--- src/rtl/ptw_pkg.sv ---
package ptw_pkg;
  localparam int VA_W        = 32;
  localparam int L1_IDX_W    = 12;
  localparam int L2_IDX_W    = 8;
  localparam int WORD_LSB    = 2;
  localparam int SEC_OFF_W   = VA_W - L1_IDX_W;
  localparam int PAGE_OFF_W  = SEC_OFF_W - L2_IDX_W;
  localparam int LARGE_OFF_W = 16;
  localparam int L1_BASE_LSB = L1_IDX_W + WORD_LSB;
  localparam int L2_BASE_LSB = L2_IDX_W + WORD_LSB;

  localparam logic [1:0] L1_T_SECTION = 2'b10;
  localparam logic [1:0] L1_T_COARSE  = 2'b01;
  localparam logic [1:0] L2_T_LARGE   = 2'b01;
  localparam logic [1:0] L2_T_SMALL   = 2'b10;

  typedef enum logic [2:0] {
    ST_IDLE, ST_L1_REQ, ST_L1_WAIT, ST_L2_REQ, ST_L2_WAIT, ST_DONE
  } walk_state_e;

  typedef struct packed {
    logic            fault;
    logic [VA_W-1:0] paddr;
    logic            bufd;
    logic            cached;
    logic            ext;
  } xlat_res_t;
endpackage

--- src/rtl/ptw_l1_dec.sv ---
module ptw_l1_dec
  import ptw_pkg::*;
(
  input  logic [VA_W-1:0]        desc,
  input  logic [SEC_OFF_W-1:0]   va_off,
  output logic                   is_table,
  output logic [VA_W-1:L2_BASE_LSB] l2_base,
  output xlat_res_t              res
);
  logic unused_l1;
  assign unused_l1 = ^desc[L2_BASE_LSB-1:4];

  assign is_table = (desc[1:0] == L1_T_COARSE);
  assign l2_base  = desc[VA_W-1:L2_BASE_LSB];

  always_comb begin
    res = '0;
    if (desc[1:0] == L1_T_SECTION) begin
      res.paddr  = {desc[VA_W-1:SEC_OFF_W], va_off};
      res.bufd   = desc[2];
      res.cached = desc[3];
      res.ext    = desc[12];
    end else if (!is_table) begin
      res.fault  = 1'b1;
    end
  end
endmodule

--- src/rtl/ptw_l2_dec.sv ---
module ptw_l2_dec
  import ptw_pkg::*;
(
  input  logic [VA_W-1:0]        desc,
  input  logic [LARGE_OFF_W-1:0] va_off,
  output xlat_res_t              res
);
  logic unused_l2;
  assign unused_l2 = ^desc[PAGE_OFF_W-1:4];

  always_comb begin
    res = '0;
    case (desc[1:0])
      L2_T_LARGE: begin
        res.paddr  = {desc[VA_W-1:LARGE_OFF_W], va_off};
        res.bufd   = desc[2];
        res.cached = desc[3];
      end
      L2_T_SMALL: begin
        res.paddr  = {desc[VA_W-1:PAGE_OFF_W], va_off[PAGE_OFF_W-1:0]};
        res.bufd   = desc[2];
        res.cached = desc[3];
      end
      default: res.fault = 1'b1;
    endcase
  end
endmodule

--- src/rtl/ptw_walker.sv ---
module ptw_walker
  import ptw_pkg::*;
(
  input  logic            clk,
  input  logic            rst,
  input  logic            req_valid,
  output logic            req_ready,
  input  logic [31:0]     req_vaddr,
  input  logic [31:0]     tbl_base,
  output logic            mem_req,
  output logic [31:0]     mem_addr,
  input  logic            mem_rsp_valid,
  input  logic [31:0]     mem_rsp_data,
  output logic            res_valid,
  output logic            res_fault,
  output logic [31:0]     res_paddr,
  output logic            res_bufd,
  output logic            res_cached,
  output logic            res_ext
);
  walk_state_e                   state;
  logic [VA_W-1:0]               va_q;
  logic [VA_W-1:L1_BASE_LSB]     base_q;
  logic [VA_W-1:L2_BASE_LSB]     l2b_q;
  xlat_res_t                     res_q;

  logic                          l1_is_table;
  logic [VA_W-1:L2_BASE_LSB]     l1_l2_base;
  xlat_res_t                     l1_res;
  xlat_res_t                     l2_res;

  logic unused_top;
  assign unused_top = ^tbl_base[L1_BASE_LSB-1:0];

  ptw_l1_dec u_l1 (
    .desc     (mem_rsp_data),
    .va_off   (va_q[SEC_OFF_W-1:0]),
    .is_table (l1_is_table),
    .l2_base  (l1_l2_base),
    .res      (l1_res)
  );

  ptw_l2_dec u_l2 (
    .desc   (mem_rsp_data),
    .va_off (va_q[LARGE_OFF_W-1:0]),
    .res    (l2_res)
  );

  always_ff @(posedge clk) begin
    if (rst) begin
      state  <= ST_IDLE;
      va_q   <= '0;
      base_q <= '0;
      l2b_q  <= '0;
      res_q  <= '0;
    end else begin
      case (state)
        ST_IDLE: if (req_valid) begin
          va_q   <= req_vaddr;
          base_q <= tbl_base[VA_W-1:L1_BASE_LSB];
          state  <= ST_L1_REQ;
        end
        ST_L1_REQ: state <= ST_L1_WAIT;
        ST_L1_WAIT: if (mem_rsp_valid) begin
          if (l1_is_table) begin
            l2b_q <= l1_l2_base;
            state <= ST_L2_REQ;
          end else begin
            res_q <= l1_res;
            state <= ST_DONE;
          end
        end
        ST_L2_REQ: state <= ST_L2_WAIT;
        ST_L2_WAIT: if (mem_rsp_valid) begin
          res_q <= l2_res;
          state <= ST_DONE;
        end
        default: state <= ST_IDLE;
      endcase
    end
  end

  logic second_lvl;
  assign second_lvl = (state == ST_L2_REQ) || (state == ST_L2_WAIT);

  always_comb begin
    if (second_lvl)
      mem_addr = {l2b_q, va_q[SEC_OFF_W-1:PAGE_OFF_W], 2'b00};
    else
      mem_addr = {base_q, va_q[VA_W-1:SEC_OFF_W], 2'b00};
  end

  assign req_ready  = (state == ST_IDLE);
  assign mem_req    = (state == ST_L1_REQ) || (state == ST_L2_REQ);
  assign res_valid  = (state == ST_DONE);
  assign res_fault  = res_q.fault;
  assign res_paddr  = res_q.paddr;
  assign res_bufd   = res_q.bufd;
  assign res_cached = res_q.cached;
  assign res_ext    = res_q.ext;
endmodule

--- config.mk ---
export PLATFORM = sky130hd
export DESIGN_NAME = ptw_walker
export DESIGN_NICKNAME = d
export VERILOG_FILES = /design/src/rtl/ptw_pkg.sv /design/src/rtl/ptw_l1_dec.sv /design/src/rtl/ptw_l2_dec.sv /design/src/rtl/ptw_walker.sv
export SDC_FILE = /design/constraint.sdc
export NUM_CORES = 1
export LEC_CHECK = 0
export ABC_AREA = 1
export BUFFER_PORTS_ARGS = -buffer_cell sky130_fd_sc_hd__buf_4
export CAP_MARGIN = 20
export CELL_PAD_IN_SITES_DETAIL_PLACEMENT = 0
export CELL_PAD_IN_SITES_GLOBAL_PLACEMENT = 2
export CORE_UTILIZATION = 28
export DETAILED_ROUTE_END_ITERATION = 6
export HOLD_SLACK_MARGIN = 0.05
export PLACE_DENSITY = 0.89
export SETUP_SLACK_MARGIN = 0.1
export SLEW_MARGIN = 10
export SYNTH_ARGS = -nofsm -noshare
export SYNTH_HDL_FRONTEND = slang
export SYNTH_SLANG_ARGS = --single-unit
--- constraint.sdc ---
create_clock -name clk -period 2.2 [get_ports clk]
set_input_delay 0.22 -clock clk [delete_from_list [all_inputs] [get_ports clk]]
set_output_delay 0.22 -clock clk [all_outputs]
set_load 0.02 [all_outputs]
# Word level (Yosys, flattened, before mapping)
# Index checks and enable logic that the tools add are counted.
totals:
  register_bits: 111
  inputBits: 100
  out_inout_bits: 71
op_classes:
  n_eq_ne: 11
  n_mux: 14
  reduce_logical: 9
op_table:
  columns: ["operator", "n"]
  rows:
  - ["$mux W36", 3]
  - ["$pmux W36 S2", 1]
  - ["$pmux W34 S2", 1]
  - ["$mux W35", 1]
  - ["$mux W32", 1]
  - ["$pmux W3 S5", 1]
  - ["$mux W3", 4]
  - ["$ne A2 B2 Y1 const B", 4]
  - ["$eq A3 B2 Y1 const B", 2]
  - ["$eq A3 B3 Y1 const B", 2]
  - ["$reduce_and A3 Y1", 2]
  - ["$reduce_and A4 Y1", 1]
  - ["$eq A3 B1 Y1 const B", 1]
  - ["$logic_not A3 Y1", 1]
  - ["$eq A2 B1 Y1 const B", 1]
  - ["$eq A2 B2 Y1 const B", 1]
  - ["$logic_or A1 B1 Y1", 2]
  - ["$mux W1", 2]
  - ["$reduce_and A2 Y1", 1]
  - ["$reduce_bool A2 Y1", 1]
  - ["$reduce_or A2 Y1", 1]

# Longest topological paths before layout
# Gate-level depths: netlist (run 1).
logic_depth:
  ltp_word: 5
  ltp_mapped: 10
  ltp_nobuf: 8

# Hierarchy
# From an unflattened synthesis (run 1), not the netlist that was laid out.
unflattened:
  cells_unflattened: 996
  area_unflattened_um2: 6197.2
by_module_without_submodules:
  columns: ["mod", "n_inst", "cells_each", "area_each_um2", "seq_area_each_um2"]
  rows:
  - ["ptw_walker", 1, 776, 5061.1, 2222.1]
  - ["ptw_l2_dec", 1, 120, 619.3, 0.0]
  - ["ptw_l1_dec", 1, 100, 516.7, 0.0]

# Worst setup path before layout (run 1)
# No wires, ideal clock.
synth_timing:
  path_kind: "register to output"
  start: "reg state[2]"
  end: "out mem_addr[10]"
  t_arrival_ns: 1.562
  required_ns: 1.980
  path_slack_ns: 0.418
  stages_incl_launch_ff: 7
  n_path_buf: 2
  cell_sequence: "dfxtp_1 -> buf_2 -> nor2_1 -> nand2_1 -> nand2_1 -> clkbuf_1 -> o21ai_0"
synth_via:
  elab_chain_len: 3
synth_lines:
  columns: ["element", "line_no", "text"]
  rows:
  - ["start: declaration", "ptw_walker.sv:21", "walk_state_e state;"]
  - ["start signal: assignment", "ptw_walker.sv:51", "state <= ST_IDLE;"]
  - ["start signal: assignment", "ptw_walker.sv:61", "state <= ST_L1_REQ;"]
  - ["start signal: assignment", "ptw_walker.sv:63", "ST_L1_REQ: state <= ST_L1_WAIT;"]
  - ["$eq A3 B2 Y1 or $eq A3 B3 Y1 (tied branches)", "ptw_walker.sv:84", "assign second_lvl = (state == ST_L2_REQ) || (state == ST_L2_WAIT);"]
  - ["$logic_or A1 B1 Y1 *", "ptw_walker.sv:84", null]
  - ["$mux W32 *", "ptw_walker.sv:87", "if (second_lvl)"]
  - ["end: declaration", "ptw_walker.sv:11", "output logic [31:0] mem_addr,"]
# Mark *: on every way between the ends. The rest lies on a longest branch, timed or not.

# Worst setup path in the final report (run 1)
layout_timing:
  start: "reg state[2]"
  end: "out mem_addr[15]"
# Same word-level chain as after synthesis.

==> results of run 1 <==
==> final cells by class <==
cell class                 count  area, sq um
fill                        1870        10740
multi-input combinational    523         2318
sequential                   111         2225
timing repair buffer         164         1329
inverter                      75        281.5
tap                          225        281.5
clock buffer                   9        225.2
clock inverter                 7        77.57
==> worst min-delay path by stage <==
stage | endpoint | start | slack, ps
after floorplan | state[0] | rst | 300
after global placement | va_q[30] | va_q[30] | 430
after detailed placement | base_q[20] | base_q[20] | 440
after CTS | l2b_q[11] | mem_rsp_data[11] | 70
after global routing | l2b_q[22] | mem_rsp_data[22] | 100
final | l2b_q[10] | mem_rsp_data[10] | 90
==> flip-flops by register name, indices dropped and copies added (netlist names) <==
register	flops
state	3
res_ext	1
res_paddr	32
va_q	32
base_q	18
res_cached	1
l2b_q	22
res_fault	1
res_bufd	1
==> power by group <==
group          internal (W)  switching, W  total (W)
clock network      0.000902      0.000809    0.00171
registers           0.00250      0.000236    0.00273
logic               0.00134       0.00211    0.00345
==> worst reg2reg max path, delay by kind of cell (launching register included) <==
kind / cells / cell delay (ps)
and+or+nand+nor: 4 / 620
AOI/OAI and AO/OA: 1 / 190
DFF: 1 / 370
buffers and inverters: 2 / 490
==> cells by family after synthesis <==
group / share of synthesized area [%]
DFF: 43.77
buffers and inverters: 10.89
adders and majority gates: 0.7394
other: 0.07386
and+or+nand+nor: 27.67
AOI/OAI and AO/OA: 16.86
==> placed cells by master (no fill, tap or decap), drive strengths merged <==
cell type and count:
or2 1, inv 79, nor3 1, nand4 2, clkbuf 11, buf 162, ha 3, nor2 125
dfxtp 111, clkinv 2, nand3b 1, conb 2, nand3 38, a21oi 77, bufinv 1, nand2 178
and2 1, o21ai 94
==> per-layer routing <==
metal / global-route usage [%] / vias to the layer above
met5: 0 / -
met2: 25.38 / 101
met1: 22.06 / 2132
met4: 5.556 / 0
met3: 3.037 / 11
li1: - / 2627
==> per-stage QoR <==
| step | std cells | util, % |
|---|---|---|
| floorplan | 763 | - |
| global placement | 1095 | 36.43 |
| detailed placement | 1095 | 36.43 |
| CTS | 1112 | 38.21 |
| global route | 1114 | 38.55 |
| finish | 1114 | 38.55 |
==> repair_timing <==
| item | CTS | global route |
|---|---|---|
| setup buffers | 1 | 0 |
| resized for setup | 0 | 5 |
| gates cloned | 0 | 2 |
| hold buffers | 0 | 0 |
| pin swaps | 1 | 0 |
| setup endpoints to repair | 30 | 30 |
==> out/metrics.csv, run 1 <==
stage,metric,value,unit
final_layout,share of cells above drive strength 1,22.05,%
clock_network,CTS sink count,111,
critical_path,Worst Path Arrival,1730,ps
global_routing,first-pass GRT wire length,23110,um
placement,I/O Buffers,148,
flow_run,Max-cap violations,0,
critical_path,RR Endpoint,res_paddr[28],
timing,max_slew headroom,52.34,%
synth,Cells after Synth,762,
critical_path,worst flop-to-flop path startpoint,state[1],
critical_path,worst reg-to-reg path cell count,7,
clock_network,TritonCTS Buffers,9,
timing,RSZ-0062 raised after global routing,false,
power_and_ir_drop,power density over the cells,1172,nW/um^2
power_and_ir_drop,total power,0.007894,W
synth,"EDFF count, synth",0,
hold_path,hold path depth,3,
synth,mapped cell area,5077,sq um
status,status,completed,
critical_path,FF-to-FF setup slack,470,ps
global_routing,Tot GR Track Use,16.17,%
synth,most frequent cells after synthesis,"nand2_1, nor2_1, dfxtp_1",
critical_path,Max stage delay on crit path,310,ps
timing,crit share post-route,88.44,%
synth,ys async rst share,0,%
routing,top metal layer carrying routed signals,met4,
timing,Pins Over Slew Limit,0,
synth,"flops & latches, synth",111,
synth,Ys Warns,0,
placement,placed inst area,6367,sq um
timing,Clock Skews,11.51,ps
critical_path,"Max FO, Critical Path",17,
die,chip width,136.7,um
final_layout,"Area growth, synth to finish",32.70,%
placement,RePlAce Congestion,0.7820,
synth,post-synthesis sequential area ratio,43.77,%
clock_network,clk buf depth,2,
critical_path,Startpoint Class,flop,
critical_path,CP Cell Sequence,"buf_4, nand2_4, nand2_4, clkbuf_16, o21ai_0, buf_4",
die,IO Count,171,
routing,final wirelength,15140,um
global_routing,GRT overflow,0,
routing,1st-pass router iterations,4,
routing,post-route ant nets,0,
die,core footprint,17480,sq um
synth,Netlist cell types,26,
synth,cell taking the most area after synthesis,dfxtp_1,
synth,Synth area leaders,"dfxtp_1, nand2_1, o21ai_0",
synth,most common cell in the netlist,nand2_1,
routing,drt wl/cell,13.59,um
routing,vias per inst,4.373,
timing,actual slew at the worst max-slew pin,714.1,ps
critical_path,CP Depth,6,
power_and_ir_drop,maximum vdd ir drop,0.0004060,V
routing,met2 wire length,6799,um
routing,routed wl met3,614,um
critical_path,CP Buf/Inv Count,3,
power_and_ir_drop,Leakage Power,3.150,nW
critical_path,CP required,1980,ps
clock_network,clk_lat worst skew,350,ps
placement,post-place setup slack,338.4,ps
die,Die Height,136.7,um
routing,met1 WL,7539,um
timing,Fin Setup TNS,0,ps
final_layout,fin nets,987,
clock_network,clk root buf,clkbuf_16,
critical_path,cell family contributing the most delay on the critical path,buffers and inverters,
critical_path,Worst Setup EP,mem_addr[15],
synth,Syn Area/Cell,6.663,sq um
timing,minimum clock period,1946,ps
die,initial core utilization,29.05,%
global_routing,initial antenna violation count,0,
die,die area,18680,sq um
placement,Final HPWL DP,10160,um
critical_path,Critical Path Start,state[2],
global_routing,vias in the first global route,4378,
global_routing,largest net degree at the start of global routing,82,
die,Std-Cell Rows,48,
timing,final hold viol count,0,
clock_network,"CTS clk-pin slew, worst paths",80,ps
timing,"Setup violations, final",0,
routing,Vias,4871,
hold_path,HP Class,input pin to flop,
final_layout,Antenna Cells,0,
synth,Synth top area share,43.77,%
clock_network,CTS tree,done,
synth,top_reg_cell synth,dfxtp_1,
timing,hold slack,91.72,ps
critical_path,type of the worst setup path,flop to primary output,
routing,initial drt markers,249,
timing,Fmax,513.9,MHz
final_layout,fin area,6738,sq um
critical_path,"Slowest-stage cell, CP",dfxtp_1,
timing,final worst setup slack,254.3,ps
critical_path,CP Capture Type,primary output,
clock_network,H-tree depth,3,
routing,# DRC,0,
(Power assumes the default switching activity.)
==> run 2, diff against run 1 <==
- CORE_UTILIZATION: 28 -> 26
- PLACE_DENSITY: 0.89 -> 0.84
- clock period: 2.2 -> 2.1 ns (I/O delays scaled with it)
==> run 2 against run 1 <==
Non-clock buffer count rose by 3. Setup slack got worse by 16 ps. Sequential share of layout area shrank 0.16 points. First-iteration DRC count down 10%. Flip-flop and latch count unchanged. Cell count grew 3.4%. Count of clock-buffer cells in the layout unchanged. Clock power about the same. Wire length increased by 3.0%. Via count rose by 0.55%. Clock skew decreased by 1.4 ps. Utilization is 2.7 points lower. Highest routed layer unchanged.
==> out/metrics.csv, run 2 (synthesis gave the netlist of run 1 again) <==
stage,metric,value,unit
clock_network,clk_lat worst skew,350,ps
die,core footprint,18890,sq um
final_layout,most frequent cells in the layout,"nand2_1, buf_4, nor2_1, dfxtp_1, o21ai_0",
die,initial core utilization,26.87,%
power_and_ir_drop,Int Pwr,0.004951,W
final_layout,fillers,2140,
critical_path,CP Capture Type,primary output,
timing,crit share post-route,88.63,%
final_layout,"Core Util, Final",35.86,%
timing,actual slew at the worst max-slew pin,740.7,ps
final_layout,"Area growth, synth to finish",33.44,%
clock_network,H-tree depth,3,
power_and_ir_drop,maximum vdd ir drop,0.0004934,V
power_and_ir_drop,clock share of power,21.0,%
final_layout,"commonest non-fill, non-tap cell in the layout",nand2_1,
die,Die Height,141.7,um
clock_network,"CTS clk-pin slew, worst paths",70,ps
global_routing,GRT overflow,0,
critical_path,"Max FO, Critical Path",15,
die,IO Count,171,
clock_network,CTS tree,done,
die,chip width,141.7,um
final_layout,fin nets,990,
placement,I/O Buffers,148,
critical_path,CP required,1890,ps
clock_network,cts hold-fix bufs,0,
routing,drt wl/cell,13.53,um
timing,final hold viol count,0,
power_and_ir_drop,sw frac,39.76,%
global_routing,vias in the first global route,4620,
clock_network,TritonCTS Buffers,9,
placement,Final HPWL DP,10490,um
timing,Fmax,537.3,MHz
final_layout,Antenna Cells,0,
routing,Vias,4898,
routing,vias per inst,4.252,
global_routing,Tot GR Track Use,15.61,%
critical_path,type of the worst setup path,flop to primary output,
hold_path,HP Class,input pin to flop,
placement,RePlAce Congestion,0.7558,
die,die area,20090,sq um
clock_network,clk buf depth,2,
routing,final wirelength,15590,um
timing,final worst setup slack,238.7,ps
timing,max_slew headroom,50.57,%
global_routing,largest net degree at the start of global routing,51,
power_and_ir_drop,power density over the cells,1213,nW/um^2
critical_path,Worst Path Arrival,1650,ps
flow_run,Max-cap violations,0,
routing,post-route ant nets,0,
power_and_ir_drop,Leakage Power,3.146,nW
placement,post-place setup slack,296.6,ps
power_and_ir_drop,sequential share of power,35.1,%
routing,1st-pass router iterations,5,
power_and_ir_drop,switching pwr,0.003268,W
timing,minimum clock period,1861,ps
die,Std-Cell Rows,50,
global_routing,initial antenna violation count,0,
final_layout,share of cells above drive strength 1,22.42,%
timing,"Setup violations, final",0,
status,status,completed,
timing,Pins Over Slew Limit,0,
timing,Clock Skews,10.10,ps
routing,initial drt markers,224,
global_routing,first-pass GRT wire length,24440,um
routing,# DRC,0,
critical_path,Startpoint Class,flop,
clock_network,CTS sink count,111,
clock_network,clk root buf,clkbuf_16,
power_and_ir_drop,Comb pwr share,43.9,%
timing,Fin Setup TNS,0,ps
timing,RSZ-0062 raised after global routing,true,
==> run 2: power groups by stage <==
stage | logic [W] | registers, W | clock network, W
floorplan | 0.00201 | 0.00311 | 0
CTS | 0.00361 | 0.00289 | 0.00183
global route | 0.00402 | 0.00295 | 0.00188
finish | 0.00361 | 0.00289 | 0.00173
detailed placement | 0.00350 | 0.00293 | 0
global placement | 0.00351 | 0.00292 | 0
==> run 2: path summary, 6_finish.rpt <==
path / cells after the start / end / slack (ps) / start
worst min register to register: 2 / base_q[23] / 450 / base_q[23]
worst max register to register: 6 / l2b_q[21] / 460 / state[2]
worst max-delay path: 8 / mem_addr[23] / 240 / state[0]
worst min-delay path: 3 / l2b_q[11] / 90 / mem_rsp_data[11]
==> run 2: layout make-up <==
cell class | instances | area (sq um) | share of cell area [%]
multi-input cells | 523 | 2318 | 34.22
flip-flops and latches | 111 | 2226 | 32.85
repair buffers | 167 | 1329 | 19.61
well taps | 260 | 325.3 | 4.801
inverters | 75 | 281.5 | 4.155
clock buffers | 9 | 225.2 | 3.324
clock inverters | 7 | 70.07 | 1.034
==> run 2: through the flow <==
step	power [W]	area (sq um)	hold WS [ps]	instances
after floorplan	0.005116	5081	289.3	763
after global placement	0.006432	6401	432.5	1132
after detailed placement	0.006432	6401	438.0	1132
after CTS	0.008327	6748	64.91	1151
after global routing	0.008852	6775	77.65	1152
final	0.008219	6775	87.13	1152
==> run 2: what timing repair did <==
action	in CTS	in global routing
endpoints found under the setup margin	30	30
buffers inserted	2	0
pin swaps	1	0
cloned	1	1
resized for setup	3	3
==> run 2: worst max-delay path: stages, from the launching register on <==
cell	delay (ps)
dfxtp_2	380
inv_2	80
nor2_2	100
nand2_1	100
nand2_4	130
clkbuf_16	200
nand2_1	50
o21ai_0	80
buf_4	180
==> run 2: routing by layer <==
metal  global-route usage [%]  wire [um]  vias up
met5                        0          0        -
met4                    3.735        167        0
met2                    25.05       6963      121
met3                    3.577        709       11
met1                    21.12       7751     2127
li1                         -          -     2639
==> run 3, diff against run 2 <==
- ABC_AREA: 1 -> not set
- CORE_UTILIZATION: 26 -> 28
==> run 3 against run 2 <==
The flow now finishes with violations (negative setup slack). Area after synthesis shrank 3.5%. Sequential power shrank 22%. Critical path depth shrank 3. Setup slack lost 350 ps. Global-route usage grew 1.4 points. Die area shrank 10%. Synthesized cell count shrank 25%. Critical endpoint is now mem_addr[30]. Largest power group is now sequential cells.
==> out/metrics.csv, run 3 <==
stage,metric,value,unit
status,status,"complete, but fails checks",
status,failing checks,negative setup slack,
flow_run,Max-cap violations,0,
placement,RePlAce Congestion,0.7588,
critical_path,Max stage delay on crit path,390,ps
final_layout,share of cells above drive strength 1,32.96,%
clock_network,H-tree depth,3,
clock_network,clk buf depth,2,
clock_network,clk_lat worst skew,360,ps
critical_path,CP Buf/Inv Count,2,
critical_path,CP required,1890,ps
routing,drt wl/cell,16.52,um
synth,most frequent cells after synthesis,"nand2_1, dfxtp_1, a21oi_1",
die,initial core utilization,29.13,%
critical_path,Startpoint Class,flop,
critical_path,"Slowest-stage cell, CP",or3b_4,
final_layout,register area,2225,sq um
final_layout,"commonest non-fill, non-tap cell in the layout",nand2_1,
synth,cell taking the most area after synthesis,dfxtp_1,
routing,Vias,4593,
synth,Synth top area share,45.36,%
hold_path,worst hold endpoint,va_q[7],
global_routing,vias in the first global route,4435,
placement,I/O Buffers,148,
hold_path,HP Start,req_vaddr[7],
final_layout,Antenna Cells,0,
timing,final worst setup slack,-111.7,ps
clock_network,cts hold-fix bufs,0,
synth,"EDFF count, synth",0,
final_layout,multi-input logic area,2464,sq um
synth,"flops & latches, synth",111,
synth,Post-Synth Adder-Cell Area,0.7663,%
final_layout,fin area,6729,sq um
placement,Placed Instances,908,
synth,Ys Warns,0,
global_routing,GRT overflow,0,
die,IO Count,171,
placement,post-place setup slack,180.5,ps
final_layout,fillers,1709,
timing,Pins Over Slew Limit,0,
placement,Final HPWL DP,10630,um
synth,mapped cell area,4898,sq um
hold_path,hold path depth,3,
critical_path,type of the worst setup path,flop to primary output,
final_layout,most frequent cells in the layout,"nand2_1, buf_4, dfxtp_1, a21oi_1",
clock_network,CTS tree,done,
synth,Cells after Synth,573,
synth,most common cell in the netlist,nand2_1,
global_routing,grt met2 use,26.48,%
critical_path,CP Capture Type,primary output,
synth,Synth Area in Compound Gates,21.33,%
timing,Fmax,452.1,MHz
final_layout,"non-filler cells, final",927,
timing,max_slew headroom,31.81,%
timing,final hold viol count,0,
clock_network,clk root buf,clkbuf_16,
global_routing,largest net degree at the start of global routing,89,
routing,vias per inst,4.955,
global_routing,M3 GR Usage,3.590,%
timing,RSZ-0062 raised after global routing,true,
critical_path,FF-to-FF setup slack,230,ps
synth,simple-gate portion of the synthesized area,18.42,%
die,die area,18030,sq um
synth,Synth Area in XOR/XNOR,0,%
synth,mux share of post-synthesis cell area,7.305,%
die,chip width,134.3,um
power_and_ir_drop,power density over the cells,719.9,nW/um^2
synth,ys async rst share,0,%
die,core footprint,16820,sq um
critical_path,cell family contributing the most delay on the critical path,simple AND/OR/NAND/NOR gates,
synth,combinational family with the most area after synthesis,compound AO/OA/AOI/OAI gates,
routing,1st-pass router iterations,6,
synth,Netlist cell types,44,
power_and_ir_drop,Leakage Power,2.643,nW
critical_path,Worst Path Arrival,2000,ps
timing,actual slew at the worst max-slew pin,1022,ps
power_and_ir_drop,maximum vdd ir drop,0.0004145,V
timing,Fin Setup TNS,-2688,ps
final_layout,fin nets,805,
clock_network,"CTS clk-pin slew, worst paths",80,ps
routing,post-route ant nets,0,
clock_network,CTS sink count,111,
final_layout,"Core Util, Final",40.01,%
hold_path,HP Class,input pin to flop,
routing,initial drt markers,263,
placement,placed inst area,6220,sq um
critical_path,worst reg-to-reg path cell count,4,
routing,final wirelength,15310,um
synth,top_reg_cell synth,dfxtp_1,
timing,"Setup violations, final",30,
global_routing,Tot GR Track Use,16.97,%
die,Die Height,134.3,um
synth,Syn Area/Cell,8.549,sq um
synth,post-synthesis sequential area ratio,45.36,%
die,Std-Cell Rows,47,
global_routing,initial antenna violation count,0,
critical_path,CP Cell Sequence,"or3b_4, a21bo_4, clkbuf_16, mux2_4, buf_6",
global_routing,first-pass GRT wire length,23760,um
critical_path,"Max FO, Critical Path",8,
critical_path,RR Endpoint,res_paddr[21],
global_routing,GR Util met1,22.56,%
clock_network,TritonCTS Buffers,9,
routing,# DRC,0,
timing,crit share post-route,105.3,%
timing,minimum clock period,2212,ps
final_layout,"Area growth, synth to finish",37.37,%
timing,Clock Skews,11.07,ps
critical_path,worst flop-to-flop path startpoint,state[2],
global_routing,GRT busiest layer,met2,
synth,Synth area leaders,"dfxtp_1, nand2_1, a21oi_1",
run 3: cell count changes after synthesis, sizes merged, moves of 12 or more:
cell,previous run,this run
nor2,125,6
o21ai,94,24
inv,75,9
mux2,0,30
nand2,178,148
o32ai,0,25
nand3,38,26
run 3: worst reg2reg max path: stages (launching register included):
cell	delay [ps]
dfxtp_2	320
buf_4	180
nor2b_2	210
nor2_2	800
o32ai_1	200
run 3: stage by stage:
| stage | hold slack (ps) | total power (W) |
|---|---|---|
| floorplan | 346.0 | 0.002801 |
| CTS | 75.74 | 0.004839 |
| finish | 87.20 | 0.004844 |
| global placement | 438.3 | 0.003159 |
| detailed placement | 444.7 | 0.003175 |
| global route | 94.44 | 0.005077 |
run 3: cells by family after synthesis:
logic type	count (synthesis)
AOI/OAI and AO/OA	159
and+or+nand+nor	200
other	1
muxes	32
DFF	111
buffers and inverters	67
adders and majority gates	3
run 3: cell type report:
class / instances / area share, %
multi-input cells: 396 / 36.61
flip-flops and latches: 111 / 33.06
repair buffers: 174 / 21.63
well taps: 220 / 4.091
clock buffers: 10 / 3.403
clock inverters: 6 / 0.6508
inverters: 10 / 0.5578
run 3: worst max-delay path by stage:
| stage | end | cells past startpoint | from |
|---|---|---|---|
| finish | mem_addr[30] | 5 | state[1] |
| global route | mem_addr[3] | 5 | state[1] |
| CTS | mem_addr[21] | 5 | state[1] |
| detailed placement | mem_addr[29] | 5 | state[1] |
| global placement | mem_addr[21] | 5 | state[1] |
| floorplan | mem_addr[10] | 5 | state[0] |
run 3: metal layers:
layer	vias up	share of wire (%)
met5	-	0
met2	108	47
met3	19	5.4
met1	2189	46
met4	0	2.0
li1	2277	-
run 3: report_power, final:
group	internal, W	leakage (nW)	total (W)	switching, W
clock	0.000816	0.134	0.00164	0.000822
sequential	0.00220	0.904	0.00225	0.0000556
combinational	0.000431	1.61	0.000952	0.000522
total	0.00345	2.64	0.00484	0.00140
run 3: timing repair:
item | CTS | global route
setup buffers | 2 | 0
setup endpoints to repair | 30 | 30
gates resized for setup | 10 | 45
gates cloned | 0 | 1
